===== src/rtl/kcg_pkg.sv =====
package kcg_pkg;

    localparam int unsigned ADDR_W = 2;

    localparam logic [ADDR_W-1:0] WA_LOCK   = 2'd0;
    localparam logic [ADDR_W-1:0] WA_COMMIT = 2'd1;
    localparam logic [ADDR_W-1:0] WA_SEL    = 2'd2;
    localparam logic [ADDR_W-1:0] WA_SPARE  = 2'd3;

    typedef enum logic {
        LK_SEALED = 1'b0,
        LK_OPEN   = 1'b1
    } lock_state_e;

endpackage


===== src/rtl/kcg_lock_fsm.sv =====
module kcg_lock_fsm #(
    parameter int unsigned       DATA_W = 32,
    parameter logic [DATA_W-1:0] KEY    = 32'h0ACCE551
) (
    input  logic              clk,
    input  logic              rst_n,
    input  logic              key_wr,
    input  logic [DATA_W-1:0] key_val,
    output logic              locked
);
    import kcg_pkg::*;

    lock_state_e state_q;
    lock_state_e state_d;
    logic        key_hit;

    assign key_hit = (key_val == KEY);

    always_ff @(posedge clk or negedge rst_n) begin
        if (!rst_n) begin
            state_q <= LK_SEALED;
        end else begin
            state_q <= state_d;
        end
    end

    // Transitions: KEY_MATCH, KEY_MISS, HOLD
    always_comb begin
        state_d = state_q;
        unique case (state_q)
            LK_SEALED: begin
                if (key_wr && key_hit) begin
                    state_d = LK_OPEN;
                end
            end
            LK_OPEN: begin
                if (key_wr && !key_hit) begin
                    state_d = LK_SEALED;
                end
            end
            default: state_d = LK_SEALED;
        endcase
    end

    always_comb begin
        locked = (state_q == LK_SEALED);
    end

endmodule


===== src/rtl/kcg_commit_reg.sv =====
module kcg_commit_reg #(
    parameter int unsigned CFG_W = 8
) (
    input  logic             clk,
    input  logic             rst_n,
    input  logic             commit_wr,
    input  logic             locked,
    input  logic [CFG_W-1:0] wval,
    output logic [CFG_W-1:0] mask
);
    logic [CFG_W-1:0] mask_q;

    always_ff @(posedge clk or negedge rst_n) begin
        if (!rst_n) begin
            mask_q <= '1;
        end else if (commit_wr && !locked) begin
            mask_q <= wval;
        end
    end

    assign mask = mask_q;

endmodule


===== src/rtl/kcg_masked_reg.sv =====
module kcg_masked_reg #(
    parameter int unsigned CFG_W = 8
) (
    input  logic             clk,
    input  logic             rst_n,
    input  logic             sel_wr,
    input  logic [CFG_W-1:0] enable_bits,
    input  logic [CFG_W-1:0] wval,
    output logic [CFG_W-1:0] value
);
    logic [CFG_W-1:0] bits_q;

    for (genvar b = 0; b < CFG_W; b++) begin : g_bit
        always_ff @(posedge clk or negedge rst_n) begin
            if (!rst_n) begin
                bits_q[b] <= 1'b0;
            end else if (sel_wr && enable_bits[b]) begin
                bits_q[b] <= wval[b];
            end
        end
    end

    assign value = bits_q;

endmodule


===== src/rtl/kcg_readback.sv =====
module kcg_readback #(
    parameter int unsigned DATA_W = 32,
    parameter int unsigned CFG_W  = 8
) (
    input  logic                       clk,
    input  logic                       rst_n,
    input  logic [kcg_pkg::ADDR_W-1:0] raddr,
    input  logic                       locked,
    input  logic [CFG_W-1:0]           mask,
    input  logic [CFG_W-1:0]           sel,
    output logic [DATA_W-1:0]          rdata
);
    import kcg_pkg::*;

    localparam int unsigned PAD_W = DATA_W - CFG_W;

    logic [DATA_W-1:0] rd_d;
    logic [DATA_W-1:0] rd_q;

    always_comb begin
        rd_d = '0;
        unique case (raddr)
            WA_LOCK:   rd_d = {{(DATA_W-1){1'b0}}, locked};
            WA_COMMIT: rd_d = {{PAD_W{1'b0}}, mask};
            WA_SEL:    rd_d = {{PAD_W{1'b0}}, sel};
            WA_SPARE:  rd_d = '0;
            default:   rd_d = '0;
        endcase
    end

    always_ff @(posedge clk or negedge rst_n) begin
        if (!rst_n) begin
            rd_q <= '0;
        end else begin
            rd_q <= rd_d;
        end
    end

    assign rdata = rd_q;

endmodule


===== src/rtl/keyed_commit_gate.sv =====
module keyed_commit_gate #(
    parameter int unsigned       DATA_W = 32,
    parameter int unsigned       CFG_W  = 8,
    parameter logic [DATA_W-1:0] KEY    = 32'h0ACCE551
) (
    input  logic                       clk,
    input  logic                       rst_n,
    input  logic [kcg_pkg::ADDR_W-1:0] addr,
    input  logic [DATA_W-1:0]          wdata,
    input  logic                       wr_en,
    output logic [DATA_W-1:0]          rdata,
    output logic [CFG_W-1:0]           sel_o
);
    import kcg_pkg::*;

    logic             locked_q;
    logic [CFG_W-1:0] mask_q;
    logic [CFG_W-1:0] sel_q;
    logic             wr_lock;
    logic             wr_commit;
    logic             wr_sel;

    assign wr_lock   = wr_en && (addr == WA_LOCK);
    assign wr_commit = wr_en && (addr == WA_COMMIT);
    assign wr_sel    = wr_en && (addr == WA_SEL);

    kcg_lock_fsm #(
        .DATA_W (DATA_W),
        .KEY    (KEY)
    ) u_lock (
        .clk     (clk),
        .rst_n   (rst_n),
        .key_wr  (wr_lock),
        .key_val (wdata),
        .locked  (locked_q)
    );

    kcg_commit_reg #(
        .CFG_W (CFG_W)
    ) u_commit (
        .clk       (clk),
        .rst_n     (rst_n),
        .commit_wr (wr_commit),
        .locked    (locked_q),
        .wval      (wdata[CFG_W-1:0]),
        .mask      (mask_q)
    );

    kcg_masked_reg #(
        .CFG_W (CFG_W)
    ) u_sel (
        .clk         (clk),
        .rst_n       (rst_n),
        .sel_wr      (wr_sel),
        .enable_bits (mask_q),
        .wval        (wdata[CFG_W-1:0]),
        .value       (sel_q)
    );

    kcg_readback #(
        .DATA_W (DATA_W),
        .CFG_W  (CFG_W)
    ) u_rd (
        .clk    (clk),
        .rst_n  (rst_n),
        .raddr  (addr),
        .locked (locked_q),
        .mask   (mask_q),
        .sel    (sel_q),
        .rdata  (rdata)
    );

    assign sel_o = sel_q;

endmodule


===== config.mk =====
export PLATFORM = sky130hd
export DESIGN_NAME = keyed_commit_gate
export DESIGN_NICKNAME = d
export VERILOG_FILES = /design/src/rtl/kcg_pkg.sv /design/src/rtl/kcg_lock_fsm.sv /design/src/rtl/kcg_commit_reg.sv /design/src/rtl/kcg_masked_reg.sv /design/src/rtl/kcg_readback.sv /design/src/rtl/keyed_commit_gate.sv
export SDC_FILE = /design/constraint.sdc
export NUM_CORES = 1
export LEC_CHECK = 0
export CAP_MARGIN = 20
export CORE_ASPECT_RATIO = 0.6
export CORE_MARGIN = 2
export CORE_UTILIZATION = 37
export CTS_CLUSTER_SIZE = 40
export DETAILED_ROUTE_END_ITERATION = 8
export PLACE_DENSITY = 0.89
export SYNTH_ARGS = -nofsm -noshare
export SYNTH_HDL_FRONTEND = slang
export SYNTH_SLANG_ARGS = --single-unit
export TNS_END_PERCENT = 1

===== constraint.sdc =====
create_clock -name clk -period 1.1 [get_ports clk]
set_input_delay 0.33 -clock clk [delete_from_list [all_inputs] [get_ports clk]]
set_output_delay 0.33 -clock clk [all_outputs]
set_load 0.02 [all_outputs]

== Word level (Yosys, flattened, before mapping) ==
Index checks and enable logic that the tools add are counted.

* Register bits: 49
* Logic and storage cells: 36
* Input port bits: 37

* Eq/ne operators: 4
* Muxes and demuxes: 4
* Bitwise operators: 1
* Reductions and logical operators: 16

{| class="wikitable"
|+ Operator list
! operator !! count
|-
| $pmux W32 S4 || 1
|-
| $eq A32 B28 Y1 const B || 1
|-
| $logic_and A1 B1 Y1 || 14
|-
| $eq A2 B2 Y1 const B || 2
|-
| $eq A2 B1 Y1 const B || 1
|-
| $logic_not A2 Y1 || 1
|-
| $mux W1 || 2
|-
| $pmux W1 S2 || 1
|-
| $logic_not A1 Y1 || 1
|-
| $not A1 Y1 || 1
|}

== Depth between registers and ports, before layout ==
* Depth after elaboration: 5
* Gate-level depth with buffers: 4
* Mapped depth without buffers: 3

== Cells and area by module ==
From an unflattened synthesis, not the netlist that was laid out.

* Cells, all modules: 107
* Area total of the unflattened synthesis: 1392.6 sq um

{| class="wikitable"
|+ By module, submodules not included
! module !! times used !! cells an instance !! sequential area each (sq um) !! area an instance (sq um)
|-
| kcg_readback || 1 || 46 || 200.2 || 493.0
|-
| kcg_masked_reg || 1 || 25 || 200.2 || 361.6
|-
| kcg_commit_reg || 1 || 18 || 210.2 || 355.3
|-
| kcg_lock_fsm || 1 || 15 || 25.0 || 152.6
|-
| keyed_commit_gate || 1 || 3 || 0.0 || 30.0
|}

== Worst setup path after synthesis ==
Ideal clock, no wire load.

* Path type: in2reg
* Start: input port addr[1] (netlist name)
* End: register u_commit.mask_q[0], in the netlist u_commit.mask[0]
* Setup slack: -0.069 ns
* Arrival time: 1.087 ns
* Stages: 4
* Required time: 1.018 ns
* Cells stage by stage: and2b_1 > buf_4 > nand3_4 > mux2_2

* Cells in the longest elaborated chain, start to end: 3

{| class="wikitable"
|+ RTL lines
! what !! RTL line !! RTL
|-
| from (decl) || keyed_commit_gate.sv:8 || <nowiki>input logic [kcg_pkg::ADDR_W-1:0] addr,</nowiki>
|-
| $eq A2 B1 Y1 || keyed_commit_gate.sv:24 || <nowiki>assign wr_commit = wr_en && (addr == WA_COMMIT);</nowiki>
|-
| $logic_and A1 B1 Y1 || keyed_commit_gate.sv:24 ||
|-
| $logic_and A1 B1 Y1 || kcg_commit_reg.sv:16 || <nowiki>end else if (commit_wr && !locked) begin</nowiki>
|-
| to (signal assigned) || kcg_commit_reg.sv:17 || <nowiki>mask_q <= wval;</nowiki>
|-
| to (decl) || kcg_commit_reg.sv:11 || <nowiki>logic [CFG_W-1:0] mask_q;</nowiki>
|}

Every way passes these cells.
A chain may end at the register's enable or synchronous reset.

== Final worst setup path ==
* Start: register u_sel.bits_q[7], in the netlist u_sel.value[7]
* End: output port sel_o[7]

{| class="wikitable"
|+ RTL lines
! what !! RTL line !! RTL
|-
| from (decl) || kcg_masked_reg.sv:11 || <nowiki>logic [CFG_W-1:0] bits_q;</nowiki>
|-
| from (signal, indexed assignment) || kcg_masked_reg.sv:18 || <nowiki>bits_q[b] <= wval[b];</nowiki>
|-
| to (decl) || keyed_commit_gate.sv:12 || <nowiki>output logic [CFG_W-1:0] sel_o</nowiki>
|}

No word-level cell between the ends.

==> summary.txt <==
Status
  • Status: complete, but fails checks
  • Failing checks: negative setup slack

Min path
  • Min-delay src: addr[1]
  • Worst hold path type: primary input to flop

Setup path
  • CP Max Fanout: 2
  • CP delay by family, top: flip-flops
  • Critical register-to-register path startpoint: u_sel.value[5]
  • Critical-path top delay cell: dfrtp_1
  • Worst setup path class: flop to primary output
  • Crit path buffers/inverters: 1
  • Crit path launch: u_sel.value[7]
  • Critical Path RT: 0.77 ns
  • Slowest stage delay, CP: 0.39 ns
  • CP Cell Sequence: buf_2
  • Worst EP arrival: 0.82 ns
  • Element type at the critical path end: primary output
  • Critical Path Source Type: flop

Synthesis
  • #FFs+latches synth: 25
  • Mux contribution to synthesized area: 14.08%
  • Mean Syn Cell Area: 11.96 um2
  • Compound-gate portion of the synthesized area: around 7.0%
  • Ys Warns: 0
  • Synth cell types: 21
  • Synth Instances: 107
  • Seq/Total Area, Yosys: 49.66%
  • Synth Area in XOR/XNOR: 0%
  • Adder-Cell Fraction of Synth Area: 0%
  • Post-Synth Simple-Gate Area: between 10% and 20%
  • Main combinational cell family by area after synthesis: buffers and inverters
  • Mapped cell area: 1280 um2

Run
  • Max_cap viols: 0

Floorplan
  • DIE HEIGHT: 49.56 um
  • Die width: 79.93 um
  • Core Area: about 3300 um2
  • FP Rows: 16
  • Number of I/O pins: 77
  • Starting Density: 38.99%
  • Die area: 3961 um2

Global routing
  • Number of global-route vias before repair: 970
  • Congestion Overflow GR: 0
  • GR Util All Layers: 15.61%
  • First-pass GRT wire length: 4.685 mm
  • Largest net degree at the start of global routing: 26
  • Initial antenna violation count: 0

Clock tree
  • Clock sinks: 25
  • CTS tree: done
  • Clock Pin Slew Worst Setup and Hold Paths: 0.09 ns
  • CTS buffer count: 3
  • Clk buf depth: 2
  • CTS root buf: clkbuf_8
  • Clk_lat worst skew: 0.26 ns
  • H-tree levels: 1

Drt
  • Final wirelength: 3.040 mm
  • DR iter-0 viols: 14
  • Routed len/inst: about 14 um
  • Number of antenna-violating nets in the routed design: 0
  • Vias/cell: about 4.6
  • Detailed-route via count: 1,013
  • Residual DRC: 0
  • Drt first pass iters: 4

Layout
  • Layout Nets: 214
  • Most common cell after layout, fill and taps aside: conb_1
  • Area Overhead vs Synth: 49.27%
  • Commonest non-fill, non-tap cells in the layout: conb_1 (24), buf_2 (19), dfrtp_1 (17), buf_4 (16), mux2_2 (15)
  • Share of cells above drive strength 1: 48.30%
  • Final core occ: about three fifths
  • Final instance area: 1911 um2
  • Antenna cells: 0

STA
  • Fin worst setup slack: -0.05154 ns
  • Skew final: around 0.009 ns
  • Slew Limit Fails: 0
  • Final-report hold violation count: 0
  • Achievable Freq: approximately 870 MHz
  • Fin crit share: 104.7%
  • Post-route minimum period: approximately 1.2 ns
  • # setup viols final: 15
  • RSZ-0062 raised after global routing: true

Pwr
  • Tot Pwr: ~1.7 mW
  • Max IR drop VDD: roughly 530 uV
  • Pwr Density: 909.2 nW/um2
  • Leakage power: around 1.0 nW

Place
  • IO buf count: 52
  • DP HPWL: ~2.4 mm
  • GP Congestion: 0.7259
  • Placed inst area: 1877 um2
==> where the power goes <==
group	internal, mW	leakage [nW]	switching, mW
clock network	0.258	0.0228	0.265
logic	0.128	0.677	0.163
registers	0.922	0.319	0.000489
==> state kept, by name, summed over array words and instances, names as in the netlist, named ones only <==
register	cells
u_rd.rdata	8
u_commit.mask	8
u_sel.value	8
==> cell usage after synthesis <==
master	number	area, um2
buf_4	26	195.2
dfrtp_1	17	425.4
mux2_2	16	180.2
nand2_1	11	41.29
dfstp_2	8	210.2
a22o_1	7	61.31
nor4bb_1	4	40.04
nor2_1	3	11.26
and2b_1	2	15.01
nand4_1	2	12.51
a21bo_2	1	10.01
a21oi_1	1	5.000
and3b_1	1	8.760
and4b_1	1	10.01
clkbuf_1	1	3.750
conb_1	1	3.750
nand3_4	1	17.52
nor4_1	1	6.260
nor4b_1	1	8.760
o21ai_0	1	5.000
o41ai_1	1	8.760
==> through the flow <==
stage                     worst slack, ns  hold slack, ns  setup TNS (ns)  std cells
after floorplan                  -0.06360         0.03441         -0.7489        130
after global placement            -0.6500          0.5185          -16.45        216
after detailed placement          -0.7029          0.5218          -17.61        216
after CTS                        -0.05840          0.3384         -0.5490        221
after global routing             -0.08108          0.3508         -0.9696        221
final                            -0.05154          0.3471         -0.4018        221
==> final cells by class <==
| cell class | count | area, um2 |
|---|---|---|
| well taps | 45 | 56.30 |
| clock buffers | 4 | 45.04 |
| fillers | 285 | 1373 |
| flip-flops and latches | 25 | 635.6 |
| repair buffers | 69 | 549.3 |
| multi-input cells | 78 | 624.3 |
==> routing by layer <==
metal	part of all wire (%)	global-route usage, %	wire length (um)	vias to the layer above
li1	-	-	-	469
met1	41	19.34	1233	502
met2	51	25.83	1563	36
met3	6.2	5.311	188	6
met4	1.8	4.802	55	0
met5	0	0	0	-
==> timing repair <==
action                                  4_1_cts  5_1_grt
endpoints found under the setup margin       41       17
hold endpoints to repair                      0        0
gates resized for setup                     139       14
buffers inserted                              1        0
pin swaps                                    15        6
hold buffers                                  0        0
==> logic make-up after synthesis <==
group / after synthesis
buf+inv: 27
flops: 25
mux: 16
simple gates: 27
compound gates: 11
other cells: 1
==> path summary, 6_finish.rpt <==
path / end / slack [ns] / cells past startpoint
worst max-delay path: sel_o[7] / -0.05 / 1
worst min-delay path: u_rd.rdata[0] / 0.35 / 2
worst max register to register: u_sel.value[5] / 0.06 / 3
worst min register to register: u_rd.rdata[3] / 0.56 / 1
max in group asynchronous: u_commit.mask[3] / 0.45 / 2
min in group asynchronous: u_rd.rdata[4] / 0.41 / 2
No activity file was read; power rests on OpenSTA's default activity.
